<file path="config.mk">
export PLATFORM = sky130hd
export DESIGN_NAME = nand_page_copier
export DESIGN_NICKNAME = d
export VERILOG_FILES = /design/src/rtl/nand_copy_pkg.sv /design/src/rtl/nand_strobe_gen.sv /design/src/rtl/nand_wait_ctr.sv /design/src/rtl/nand_page_copier.sv
export SDC_FILE = /design/constraint.sdc
export NUM_CORES = 1
export LEC_CHECK = 0
export BUFFER_PORTS_ARGS = -buffer_cell sky130_fd_sc_hd__buf_2
export CORE_ASPECT_RATIO = 0.7
export CORE_MARGIN = 2
export CORE_UTILIZATION = 30
export CTS_CLUSTER_DIAMETER = 100
export DETAILED_ROUTE_END_ITERATION = 10
export GPL_TIMING_DRIVEN = 1
export PLACE_DENSITY = 0.55
export SYNTH_ARGS = -nofsm -noshare
export SYNTH_HDL_FRONTEND = slang
export SYNTH_SLANG_ARGS = --single-unit
</file>
<file path="constraint.sdc">
create_clock -name clk -period 5.75 [get_ports clk]
set_input_delay 1.4375 -clock clk [delete_from_list [all_inputs] [get_ports clk]]
set_output_delay 1.4375 -clock clk [all_outputs]
set_load 0.05 [all_outputs]
</file>
<file path="src/rtl/nand_copy_pkg.sv">
// Shared definitions for the NAND page-copy sequencer.
// Assumes a 24-bit flash offset (three address bytes: column, row low, row high).
package nand_copy_pkg;
    localparam int OFF_W = 24;
    localparam logic [7:0] READ_CMD = 8'h00;
    localparam int PAGE_BYTES = 512;

    typedef enum logic [3:0] {
        ST_IDLE,
        ST_CMD,
        ST_CMD_WAIT,
        ST_ADDR,
        ST_ADDR_WAIT,
        ST_POLL,
        ST_READ,
        ST_NEXT,
        ST_FIN
    } seq_state_t;
endpackage

</file>
<file path="src/rtl/nand_strobe_gen.sv">
// One active-low strobe pulse per request: LO cycles low, then HI cycles high.
// Assumes go_i is only raised while idle_o is high. cap_o marks the last low
// cycle (data sampling point); done_o marks the last high cycle.
module nand_strobe_gen #(
    parameter int LO = 2,
    parameter int HI = 2
) (
    input  logic clk,
    input  logic rst_n,
    input  logic go_i,
    output logic strb_n_o,
    output logic idle_o,
    output logic cap_o,
    output logic done_o
);
    localparam int MAXC = (LO > HI) ? LO : HI;
    localparam int CW = $clog2(MAXC + 1);

    typedef enum logic [1:0] {PH_IDLE, PH_LOW, PH_HIGH} phase_t;

    phase_t        ph_q;
    logic [CW-1:0] cnt_q;

    // Phase sequencing and per-phase cycle counting.
    always_ff @(posedge clk) begin
        if (!rst_n) begin
            ph_q  <= PH_IDLE;
            cnt_q <= '0;
        end else begin
            case (ph_q)
                PH_IDLE: if (go_i) begin
                    ph_q  <= PH_LOW;
                    cnt_q <= '0;
                end
                PH_LOW: if (cnt_q == CW'(LO - 1)) begin
                    ph_q  <= PH_HIGH;
                    cnt_q <= '0;
                end else begin
                    cnt_q <= cnt_q + 1'b1;
                end
                PH_HIGH: if (cnt_q == CW'(HI - 1)) begin
                    ph_q  <= PH_IDLE;
                    cnt_q <= '0;
                end else begin
                    cnt_q <= cnt_q + 1'b1;
                end
                default: ph_q <= PH_IDLE;
            endcase
        end
    end

    assign strb_n_o = (ph_q != PH_LOW);
    assign idle_o   = (ph_q == PH_IDLE);
    assign cap_o    = (ph_q == PH_LOW)  && (cnt_q == CW'(LO - 1));
    assign done_o   = (ph_q == PH_HIGH) && (cnt_q == CW'(HI - 1));
endmodule

</file>
<file path="src/rtl/nand_wait_ctr.sv">
// Saturating cycle counter shared by the settle waits and the ready timeout.
// Assumes clr_i is raised on every state change so each wait starts at zero.
module nand_wait_ctr #(
    parameter int W = 16
) (
    input  logic         clk,
    input  logic         rst_n,
    input  logic         clr_i,
    output logic [W-1:0] cnt_o
);
    // Count up from zero, holding at the maximum value.
    always_ff @(posedge clk) begin
        if (!rst_n || clr_i) begin
            cnt_o <= '0;
        end else if (cnt_o != '1) begin
            cnt_o <= cnt_o + 1'b1;
        end
    end
endmodule

</file>
<file path="src/rtl/nand_page_copier.sv">
// NAND page-copy sequencer. Per page: read command, column/row address,
// settle waits, ready poll, PAGE_WORDS strobed reads into RAM, then length
// and flash-address update. Assumes BUS_W is 8 or 16 and that SETTLE_CYC and
// TO_LIMIT fit in TO_W bits.
module nand_page_copier
    import nand_copy_pkg::*;
#(
    parameter int BUS_W      = 16,
    parameter int LEN_W      = 16,
    parameter int RAM_AW     = 16,
    parameter int SETTLE_CYC = 20,
    parameter int STRB_LO    = 2,
    parameter int STRB_HI    = 2,
    parameter int TO_W       = 16,
    parameter int TO_LIMIT   = 65535
) (
    input  logic                clk,
    input  logic                rst_n,
    input  logic                start_i,
    input  logic [23:0]         offset_i,
    input  logic [LEN_W-1:0]    length_i,
    input  logic [RAM_AW-1:0]   ram_base_i,
    output logic                nand_ce_n_o,
    output logic                nand_cle_o,
    output logic                nand_ale_o,
    output logic                nand_we_n_o,
    output logic                nand_re_n_o,
    output logic [BUS_W-1:0]    nand_dq_o,
    output logic                nand_dq_oe_o,
    input  logic [BUS_W-1:0]    nand_dq_i,
    input  logic                nand_rdy_i,
    output logic                ram_we_o,
    output logic [RAM_AW-1:0]   ram_addr_o,
    output logic [BUS_W-1:0]    ram_wdata_o,
    output logic [BUS_W/8-1:0]  ram_be_o,
    output logic                busy_o,
    output logic                done_o,
    output logic                err_o
);
    localparam int PAGE_WORDS = (BUS_W == 16) ? 256 : 512;
    localparam int WCW        = $clog2(PAGE_WORDS);

    seq_state_t         state_q, state_d;
    logic [TO_W-1:0]    wait_cnt;
    logic [1:0]         aidx_q;
    logic [WCW-1:0]     wcnt_q;
    logic [OFF_W-1:0]   fla_q, fla_start;
    logic [LEN_W:0]     rem_q, rem_after;
    logic [RAM_AW-1:0]  wptr_q;
    logic               err_q;
    logic               strb_go, strb_n, strb_idle, strb_cap, strb_done;
    logic [7:0]         abyte;
    logic               accept, timeout;

    // Flash word address from byte offset, chosen by bus width.
    generate
        if (BUS_W == 16) begin : g_wide
            logic off_lsb_unused;
            assign off_lsb_unused = offset_i[0];
            assign fla_start = {1'b0, offset_i[OFF_W-1:1]};
        end else begin : g_narrow
            assign fla_start = offset_i;
        end
    endgenerate

    nand_strobe_gen #(.LO(STRB_LO), .HI(STRB_HI)) u_strobe (
        .clk      (clk),
        .rst_n    (rst_n),
        .go_i     (strb_go),
        .strb_n_o (strb_n),
        .idle_o   (strb_idle),
        .cap_o    (strb_cap),
        .done_o   (strb_done)
    );

    nand_wait_ctr #(.W(TO_W)) u_wait (
        .clk   (clk),
        .rst_n (rst_n),
        .clr_i (state_d != state_q),
        .cnt_o (wait_cnt)
    );

    assign accept    = (state_q == ST_IDLE) && start_i;
    assign timeout   = (state_q == ST_POLL) && !nand_rdy_i && (wait_cnt == TO_W'(TO_LIMIT - 1));
    assign rem_after = rem_q - (LEN_W + 1)'(PAGE_BYTES);

    // Next-state selection and strobe requests.
    always_comb begin
        state_d = state_q;
        strb_go = 1'b0;
        case (state_q)
            ST_IDLE:      if (start_i) state_d = ST_CMD;
            ST_CMD: begin
                strb_go = strb_idle;
                if (strb_done) state_d = ST_CMD_WAIT;
            end
            ST_CMD_WAIT:  if (wait_cnt == TO_W'(SETTLE_CYC - 1)) state_d = ST_ADDR;
            ST_ADDR: begin
                strb_go = strb_idle;
                if (strb_done && aidx_q == 2'd2) state_d = ST_ADDR_WAIT;
            end
            ST_ADDR_WAIT: if (wait_cnt == TO_W'(SETTLE_CYC - 1)) state_d = ST_POLL;
            ST_POLL: begin
                if (nand_rdy_i)   state_d = ST_READ;
                else if (timeout) state_d = ST_FIN;
            end
            ST_READ: begin
                strb_go = strb_idle;
                if (strb_done && wcnt_q == WCW'(PAGE_WORDS - 1)) state_d = ST_NEXT;
            end
            ST_NEXT:      state_d = rem_after[LEN_W] ? ST_FIN : ST_CMD;
            ST_FIN:       state_d = ST_IDLE;
            default:      state_d = ST_IDLE;
        endcase
    end

    // State register and transfer bookkeeping (address, length, counters, error).
    always_ff @(posedge clk) begin
        if (!rst_n) begin
            state_q <= ST_IDLE;
            aidx_q  <= '0;
            wcnt_q  <= '0;
            fla_q   <= '0;
            rem_q   <= '0;
            wptr_q  <= '0;
            err_q   <= 1'b0;
        end else begin
            state_q <= state_d;
            if (accept) begin
                fla_q  <= fla_start;
                rem_q  <= {1'b0, length_i};
                wptr_q <= ram_base_i;
                err_q  <= 1'b0;
            end
            if (state_q == ST_CMD) begin
                aidx_q <= '0;
                wcnt_q <= '0;
            end
            if (state_q == ST_ADDR && strb_done) aidx_q <= aidx_q + 1'b1;
            if (state_q == ST_READ && strb_done) wcnt_q <= wcnt_q + 1'b1;
            if (state_q == ST_READ && strb_cap)  wptr_q <= wptr_q + 1'b1;
            if (state_q == ST_NEXT) begin
                rem_q <= rem_after;
                fla_q <= fla_q + OFF_W'(PAGE_WORDS);
            end
            if (timeout) err_q <= 1'b1;
        end
    end

    // RAM write port: register the word sampled at the end of each read low phase.
    always_ff @(posedge clk) begin
        if (!rst_n) begin
            ram_we_o    <= 1'b0;
            ram_addr_o  <= '0;
            ram_wdata_o <= '0;
        end else begin
            ram_we_o <= (state_q == ST_READ) && strb_cap;
            if ((state_q == ST_READ) && strb_cap) begin
                ram_addr_o  <= wptr_q;
                ram_wdata_o <= nand_dq_i;
            end
        end
    end

    // Address byte for the current address write.
    always_comb begin
        case (aidx_q)
            2'd1:    abyte = fla_q[15:8];
            2'd2:    abyte = fla_q[23:16];
            default: abyte = 8'h00;
        endcase
    end

    assign ram_be_o     = '1;
    assign nand_ce_n_o  = (state_q == ST_IDLE) || (state_q == ST_FIN);
    assign nand_cle_o   = (state_q == ST_CMD)  || (state_q == ST_CMD_WAIT);
    assign nand_ale_o   = (state_q == ST_ADDR) || (state_q == ST_ADDR_WAIT);
    assign nand_dq_oe_o = (state_q == ST_CMD)  || (state_q == ST_ADDR);
    assign nand_dq_o    = (state_q == ST_CMD) ? BUS_W'(READ_CMD) : BUS_W'(abyte);
    assign nand_we_n_o  = strb_n || !nand_dq_oe_o;
    assign nand_re_n_o  = strb_n || (state_q != ST_READ);
    assign busy_o       = (state_q != ST_IDLE);
    assign done_o       = (state_q == ST_FIN);
    assign err_o        = err_q;
endmodule

</file>
# == Word-level counts from Yosys, hierarchy flattened ==
# Index checks and enable logic that the tools add are counted.
# W data, S select, Z words.
# word_totals
reg_bits,125
input_bits,76
word_cells,108
# classes
add_sub_neg,7
n_eq_ne,23
mux,32
reduce_logical,33
# op_table
op,n
$mux W24,2
$mux W4,9
$mux W17,2
$add A16 B1 Y16 const B,2
$mux W16,2
$pmux W4 S8,1
$add A24 B9 Y24 const B,1
$mux W8,3
$sub A17 B10 Y17 const B,1
$eq A16 B16 Y1 const B,1
$eq A16 B5 Y1 const B,1
$eq A4 B3 Y1 const B,4
$ne A16 B16 Y1 const B,1
$pmux W8 S2,1
$mux W2,7
$reduce_bool A2 Y1,6
$logic_and A1 B1 Y1,10
$add A8 B1 Y8 const B,1
$eq A4 B2 Y1 const B,2
$eq A8 B8 Y1 const B,1
$logic_or A1 B1 Y1,7
$eq A2 B1 Y1 const B,3
$pmux W2 S3,1
$add A2 B1 Y2 const B,2
17 further kinds,24

# == Longest topological paths before layout ==
# Gate-level depths: netlist of the first run.
# depth
word_depth,8
mapped_depth,8

# == Modules after synthesis ==
# A second synthesis of the first run with hierarchy kept.
# unflattened
cells_unflattened,712
hier_area_um2,5640.4
# modules_own_cells
module,n_inst,cells_each,area_each_um2,seq_area_each_um2
nand_page_copier,1,586,4553.1,1761.7
nand_wait_ctr,1,94,812.0,320.3
nand_strobe_gen,1,32,275.3,80.1

# == Worst setup path after synthesis of the first run ==
# Ideal clock, no wire load.
# synth_path
path_type,flip-flop to output port
from,register state_q[1]
to,output done_o
arrival_time_ps,2293
required_time_ps,4313
path_slack_ps,2020
path_stages_with_launch,5
n_path_buf,2
cell_sequence,dfxtp_1 -> buf_2 -> buf_2 -> nor3_1 -> and2_1
# synth_between
elab_chain_cells,1
# synth_lines
element,line,rtl
start: declaration,nand_page_copier.sv:43,"seq_state_t state_q, state_d;"
start signal: assignment,nand_page_copier.sv:128,state_q <= state_d;
$eq A4 B4 Y1,nand_page_copier.sv:183,assign done_o = (state_q == ST_FIN);
end: declaration,nand_page_copier.sv:37,"output logic done_o,"
# No other way between the ends.

# == Worst setup path after layout of the first run ==
# layout_path
from,register state_q[0]
to,output nand_dq_o[1]
# layout_between
elab_chain_cells,2
# layout_lines
element,line,rtl
$eq A4 B1 Y1,nand_page_copier.sv:179,assign nand_dq_o = (state_q == ST_CMD) ? BUS_W'(READ_CMD) : BUS_W'(abyte);
$mux W8,nand_page_copier.sv:179,
end: declaration,nand_page_copier.sv:28,"output logic [BUS_W-1:0] nand_dq_o,"
# No other way between the ends.

==> results of run 1 <==
[final timing paths]
| check | startpoint | to | slack, ns | cells after the start |
|---|---|---|---|---|
| worst min register to register | ram_addr_o[8] | ram_addr_o[8] | 0.45 | 2 |
| worst min-delay path | ram_addr_o[8] | ram_addr_o[8] | 0.45 | 2 |
| worst max register to register | state_q[1] | fla_q[20] | 3.12 | 5 |
| worst max-delay path | state_q[0] | nand_dq_o[1] | 1.87 | 6 |
[registers in the layout, summed over array words and instances, names as in the netlist]
name            count
err_o               1
wcnt_q              8
state_q             4
rem_q               8
fla_q              16
wptr_q             16
u_strobe.cnt_q      2
u_wait.cnt_o       16
ram_wdata_o        16
aidx_q              2
ram_addr_o         16
u_strobe.ph_q       2
ram_we_o            1
[kinds of logic (layout without fill, tap and decap cells)]
| logic type | Yosys count | after routing | share of synthesized area |
|---|---|---|---|
| AO/OA/AOI/OAI | 184 | 184 | 0.205 |
| XOR/XNOR | 13 | 13 | 0.0207 |
| adder cells (fa/ha/maj) | 13 | 13 | 0.0295 |
| buffers and inverters | 72 | 146 | 0.0609 |
| flip-flops | 108 | 108 | 0.393 |
| multiplexers | 12 | 12 | 0.0227 |
| other | 2 | 11 | 0.00136 |
| AND/OR/NAND/NOR | 303 | 303 | 0.268 |
[metrics by stage]
stage	worst slack [ns]	area [sq um]	hold slack, ns	power (mW)	instances
2_1_floorplan	2.02	5540	0.432	0.998	715
4_1_cts	1.87	6470	0.454	1.74	1025
3_5_place_dp	2.26	6140	0.443	1.06	1009
3_3_place_gp	2.31	6140	0.439	1.06	1009
5_1_grt	1.69	6470	0.471	1.79	1025
6_report	1.87	6470	0.453	1.72	1026
[power breakdown]
part           leakage, nW  total (mW)  switching (mW)  internal, mW
clock network        0.144       0.675           0.291         0.384
logic                 1.43       0.228           0.141        0.0876
registers            0.877       0.815          0.0381         0.777
total                 2.45        1.72           0.470          1.25
[layer usage]
metal	track usage	wire, microns
met4	0.0304	95
met1	0.224	7780
met2	0.215	6030
met5	0	0
met3	0.0351	840
[placed cells by master (no fill, tap or decap), drive strengths merged, types with 3 or more instances in the layout]
cell / n
a221oi: 8
nand3: 33
nor3b: 3
clkinvlp: 4
conb: 10
and4: 3
nand3b: 4
buf: 112
a31oi: 14
nor3: 15
o21ai: 22
ha: 13
mux2i: 8
or4: 7
a2bb2oi: 3
xnor2: 6
nor2: 63
xor2: 7
or3: 3
mux2: 4
a22oi: 12
o211ai: 9
nand4: 13
dfxtp: 108
and3: 9
a21oi: 90
a211oi: 5
clkbuf: 9
nor2b: 3
nand2b: 6
inv: 19
and2: 8
nand2: 113
nor4: 11
o311ai: 4
[cell type report]
type | count | area share
inverters | 18 | 0.0104
flip-flops and latches | 108 | 0.334
clock inverters | 7 | 0.0153
multi-input cells | 535 | 0.471
diodes | 1 | 0.000387
repair buffers | 112 | 0.0886
clock buffers | 9 | 0.0348
well taps | 236 | 0.0456
[critical path, stage by stage (launching register included)]
cell      delay, ns
dfxtp_1        0.59
or3b_2         0.52
inv_1          0.19
nand2_1        0.16
nand2b_1       0.29
nor2_1         0.11
buf_2          0.22
==> results.cfg, run 1 <==
[outcome]
status = complete, no violations

[clock_network]
hold_buffers = 0
clockRootBuffer = clkbuf_16
clkLatencyLatePin_ns = 0.34
numCtsBuffers = 9
clk_pin_slew_worst_paths_ns = 0.07
cts_max_level = 3
cts-resized-gates = 0
cts.sinks = 108
cts_tree = yes
cts.path.max_buffers = 2
post_cts_buffers = 0

[finish]
post-route-util = 0.359
multi_input_area_sq_mm = 0.00304
areaGrowthSynthToFinish_pct = 17.5
fin_nets = 873
regArea_sq_mm = 0.00216
n_fill_cell = 1906
drive_gt1_frac = 0.177

[drt]
dr.pass1.iters = 6
drt_iter0_markers = 506
via_per_inst = 5.07
wire_per_inst_microns = 14.4
totalWireLength_microns = 14800
vias = 5198
ant_nets = 0
drc = 0

[logic_synthesis]
synth_enable_flop_cells = 0
syn_area_sq_mm = 0.00551
ys_warn_count = 0
async_flop_share = 0
synth_area_leaders = dfxtp_1 (39%), a21oi_1 (8.2%), nand2_1 (7.7%), nor2_1 (4.3%), nand3_1 (3.0%)
synth_common_cells = nand2_1 (113), dfxtp_1 (108), a21oi_1 (90), nor2_1 (63), nand3_1 (33)
synth_area_per_cell_sq_um = 7.79
synth.yosys.seq_area_share = 0.393
ys_ff_latch = 108
synth_ff_type = dfxtp_1
synth.most_common_cell = nand2_1
synth_top_area_cell = dfxtp_1
synth_top_area_frac = 0.393
syn_inst = 707
synth.distinct_cells = 62

[place]
dpl.hpwl_microns = 10300
port_buffers = 107
routabilityCongestion = 0.841

[critical_path]
crit_fanout = 13
arrival_ns = 2.45
setup.worst_path.class = reg -> out
worstPathRequired_ns = 4.31
startpoint_type = flop
critPathCaptureType = output pin

[floorplan]
fp.coreArea_sq_mm = 0.0180
die_h_microns = 117
num_rows = 41
fp.dieW_microns = 166
ios = 136
dieArea_sq_mm = 0.0195
initial_core_util = 0.306

[timing]
worstMarginPinSlew_ns = 0.989
period_share = 0.675
setup_tns_ns = 0
rsz0062_at_grt = false
hold_viol_final = 0
timing.fmax_ghz = 0.258
slew_viol_final = 0
setup_viol = 0
skew_ns = 0.00755
finalCriticalPeriod_ns = 3.88
relSlewSlack = 0.339

[global_routing]
antenna_found_initial = 1
grt_use_total = 0.149
grt_max_degree = 52
grt_pass1_wl_microns = 24300
first_global_vias = 4677
grt.overflow.total = 0

[job]
max-cap-violations = 0

[power]
p_leak_nw = 2.45
powerDensity_mw_per_mm2 = 266
ir_drop_mv = 0.148

[hold_path]
hold_class = reg -> reg
(Power assumes the default switching activity.)
==> run 2: changes to the inputs <==
PLACE_DENSITY = 0.57   (was 0.55)
clock period = 3.43 ns   (was 5.75 ns; I/O delays follow)
==> run 2 against run 1 <==
Against the previous run:
- cell count up 0.39%
- worst setup slack got worse by 1.6 ns
- core utilization rose by 0.38 points
- count of clock-buffer cells in the layout did not move
- sequential share of layout area fell by 0.35 points
- non-clock buffer count increased by 5
- via count is 0.56% lower
- first-iteration DRC count shrank 27%
- largest power group unchanged
==> results.cfg, run 2 (same netlist as run 1, synthesis figures left out) <==
[clock_network]
cts_tree = yes
hold_buffers = 0
cts-resized-gates = 0
numCtsBuffers = 9
cts_max_level = 3
post_cts_buffers = 0
clkLatencyLatePin_ns = 0.35
clk_pin_slew_worst_paths_ns = 0.07
clockRootBuffer = clkbuf_16
cts.path.max_buffers = 2
cts.sinks = 108

[drt]
vias = 5169
drt_iter0_markers = 371
wire_per_inst_microns = 14.5
totalWireLength_microns = 14900
dr.pass1.iters = 5
drc = 0
ant_nets = 0
via_per_inst = 5.02

[finish]
fin_nets = 878
post-route-util = 0.363
final_cell_mix = nand2_1 (113), dfxtp_1 (108), buf_2 (107)
drive_gt1_frac = 0.181
layout_commonest_cell = nand2_1
stdcell_area_sq_mm = 0.00654
n_fill_cell = 1888
areaGrowthSynthToFinish_pct = 18.7

[timing]
setup_viol = 0
slew_viol_final = 0
rsz0062_at_grt = false
hold_viol_final = 0
timing.fmax_ghz = 0.321
relSlewSlack = 0.409
finalCriticalPeriod_ns = 3.12
period_share = 0.909
setup_tns_ns = 0
worstMarginPinSlew_ns = 0.884
skew_ns = 0.00774

[critical_path]
arrival_ns = 2.26
timing.rr.start = state_q[1]
startpoint_type = flop
worstPathRequired_ns = 2.57
cp-startpoint = state_q[2]
setup.worst_path.class = reg -> out
critPathCaptureType = output pin
crit_fanout = 16
r2r_slack_ns = 0.95

[floorplan]
fp.dieW_microns = 166
fp.coreArea_sq_mm = 0.0180
num_rows = 41
die_h_microns = 117
ios = 136
dieArea_sq_mm = 0.0195
initial_core_util = 0.306

[hold_path]
min_from = ram_addr_o[9]
hold_class = reg -> reg

[global_routing]
grt_use_total = 0.151
antenna_found_initial = 2
grt.overflow.total = 0
first_global_vias = 4646
grt_max_degree = 42
grt_pass1_wl_microns = 24200

[place]
routabilityCongestion = 0.811
dpl_cell_area_sq_mm = 0.00620
dpl.hpwl_microns = 10400
port_buffers = 107

[outcome]
status = complete, no violations

[power]
powerDensity_mw_per_mm2 = 448
power_mw = 2.93
ir_drop_mv = 0.228
p_leak_nw = 2.50

[job]
max-cap-violations = 0
-- run 2: routing by layer --
| metal | part of all wire | vias up | global-route usage |
|---|---|---|---|
| met2 | 0.41 | 127 | 0.214 |
| met4 | 0.0067 | 0 | 0.0353 |
| li1 | - | 2670 | - |
| met5 | 0 | - | 0 |
| met1 | 0.52 | 2364 | 0.222 |
| met3 | 0.063 | 8 | 0.0449 |
-- run 2: layout make-up --
cell class                      count  area, sq um  area share
Inverter                           18         67.6      0.0103
Antenna cell                        2         5.00    0.000766
Timing Repair Buffer              117          636      0.0972
Tap cell                          236          295      0.0452
Clock buffer                        9          225      0.0344
Clock inverter                      5          103      0.0157
Sequential cell                   108         2160       0.331
Multi-Input combinational cell    535         3040       0.466
-- run 2: final timing paths --
| path | end | cells past startpoint |
|---|---|---|
| max | nand_dq_o[0] | 6 |
| min | ram_addr_o[9] | 2 |
| max reg2reg | wptr_q[15] | 6 |
| min reg2reg | ram_addr_o[9] | 2 |
-- run 2: where the power goes --
part           switching, mW  total, mW  internal, mW
sequential            0.0602       1.36          1.30
combinational          0.240      0.391         0.151
clock                  0.470       1.18         0.705
-- run 2: critical path, stage by stage (launching register included) --
cell	delay [ns]
dfxtp_1	0.46
or3b_2	0.55
inv_1	0.18
nand2_1	0.16
nand2b_1	0.26
nor2_1	0.08
buf_2	0.22
-- run 2: stage by stage --
step                setup slack (ns)  instances  hold slack, ns
finish                         0.313       1030           0.451
global route                   0.147       1029           0.470
CTS                            0.322       1028           0.453
detailed placement             0.704       1014           0.443
global placement               0.725       1014           0.440
floorplan                      0.280        715           0.432
==> run 3: changes to the inputs <==
CORE_ASPECT_RATIO = not set   (was 0.7)
==> run 3 against run 2 <==
Against the previous run:
- worst setup slack improved by 0.071 ns
- total power fell by 6.0%
- worst hold slack improved by 0.00095 ns
- combinational power barely moved
- largest cell class unchanged
==> results.cfg, run 3 (same netlist as run 1, synthesis figures left out) <==
[timing]
hold_viol_final = 0
setup_tns_ns = 0
skew_ns = 0.0111
worstMarginPinSlew_ns = 0.969
setup_viol = 0
relSlewSlack = 0.353
timing.fmax_ghz = 0.328
period_share = 0.888
rsz0062_at_grt = false
finalCriticalPeriod_ns = 3.05
slew_viol_final = 0

[power]
power_mw = 2.75
clockPowerShare = 0.363
intPower_mw = 1.95
p_sw_frac = 0.292
ir_drop_mv = 0.231
power.switching_mw = 0.803
p_seq_frac = 0.494
p_comb_frac = 0.143
powerDensity_mw_per_mm2 = 425
p_leak_nw = 2.49

[drt]
ant_nets = 0
drt_iter0_markers = 261
totalWireLength_microns = 14900
vias = 5261
wire_per_inst_microns = 14.5
dr.pass1.iters = 4
drc = 0
via_per_inst = 5.12

[finish]
fin_nets = 883
final_cell_mix = nand2_1 (113), dfxtp_1 (108), buf_2 (107)
multi_input_area_sq_mm = 0.00304
stdcell_count = 1028
n_fill_cell = 1923
areaGrowthSynthToFinish_pct = 17.8
layout_commonest_cell = nand2_1
n_antenna_cell = 0
drive_gt1_frac = 0.188
regArea_sq_mm = 0.00216

[global_routing]
grt_max_degree = 38
first_global_vias = 4680
antenna_found_initial = 0
grt.overflow.total = 0
grt_pass1_wl_microns = 24300
grt_use_total = 0.152

[critical_path]
cp-startpoint = state_q[1]
setup.worst_path.class = reg -> out
ff2ff_path_depth = 6
endpoint = nand_dq_o[6]
timing.rr.start = state_q[1]
startpoint_type = flop
rr_endpoint = wptr_q[15]
critPathCaptureType = output pin
r2r_slack_ns = 0.91
arrival_ns = 2.19
worstPathRequired_ns = 2.57
crit_fanout = 17

[floorplan]
die_h_microns = 139
initial_core_util = 0.307
num_rows = 49
dieArea_sq_mm = 0.0195
ios = 136
fp.coreArea_sq_mm = 0.0180
fp.dieW_microns = 139

[clock_network]
cts.path.max_buffers = 2
clockRootBuffer = clkbuf_16
clkLatencyLatePin_ns = 0.36
hold_buffers = 0
cts-resized-gates = 0
cts.sinks = 108
post_cts_buffers = 0
clk_pin_slew_worst_paths_ns = 0.07
cts_max_level = 3
numCtsBuffers = 9
cts_tree = yes

[outcome]
status = complete, no violations

[place]
port_buffers = 107
routabilityCongestion = 0.795
placed_cells = 1012
dpl.hpwl_microns = 10600

[job]
max-cap-violations = 0

[hold_path]
hold_class = reg -> reg
[run 3: per-stage QoR]
| step | worst slack, ns | hold slack, ns | utilization | cell area (sq um) |
|---|---|---|---|---|
| after global routing | 0.140 | 0.470 | 0.361 | 6480 |
| final | 0.384 | 0.452 | 0.361 | 6480 |
| after floorplan | 0.280 | 0.432 | - | 5540 |
| after global placement | 0.749 | 0.439 | 0.346 | 6210 |
| after CTS | 0.323 | 0.454 | 0.361 | 6480 |
| after detailed placement | 0.734 | 0.443 | 0.346 | 6210 |
[run 3: power by group through the flow]
| stage | Combinational, mW | Sequential, mW | Clock [mW] |
|---|---|---|---|
| finish | 0.394 | 1.36 | 1.00 |
| global route | 0.444 | 1.37 | 1.08 |
| CTS | 0.397 | 1.36 | 1.03 |
| detailed placement | 0.395 | 1.39 | 0 |
| global placement | 0.393 | 1.39 | 0 |
| floorplan | 0.300 | 1.37 | 0 |
[run 3: worst min-delay path by stage]
stage	start	endpoint	slack, ns	depth (start not counted)
after floorplan	wptr_q[14]	ram_addr_o[14]	0.43	2
after global placement	ram_wdata_o[7]	ram_wdata_o[7]	0.44	2
after detailed placement	ram_wdata_o[6]	ram_wdata_o[6]	0.44	2
after CTS	ram_wdata_o[6]	ram_wdata_o[6]	0.45	2
after global routing	ram_wdata_o[15]	ram_wdata_o[15]	0.47	2
final	ram_addr_o[1]	ram_addr_o[1]	0.45	2
[run 3: worst max-delay path, stage by stage (launching register included)]
cell      delay, ns
dfxtp_1        0.67
inv_1          0.23
nand2_1        0.19
nand2b_1       0.22
nor2_1         0.23
buf_2          0.29
[run 3: routing by layer]
metal,track usage,vias up,share of wire
met1,0.203,2454,0.47
met3,0.0303,26,0.045
met2,0.237,96,0.46
met5,0,-,0
met4,0.0728,0,0.026
li1,-,2685,-
[run 3: final cells by class]
class,instances,area share
well taps,229,0.0442
multi-input cells,535,0.469
inverters,18,0.0104
repair buffers,122,0.0999
clock buffers,9,0.0347
flip-flops and latches,108,0.333
clock inverters,7,0.00791
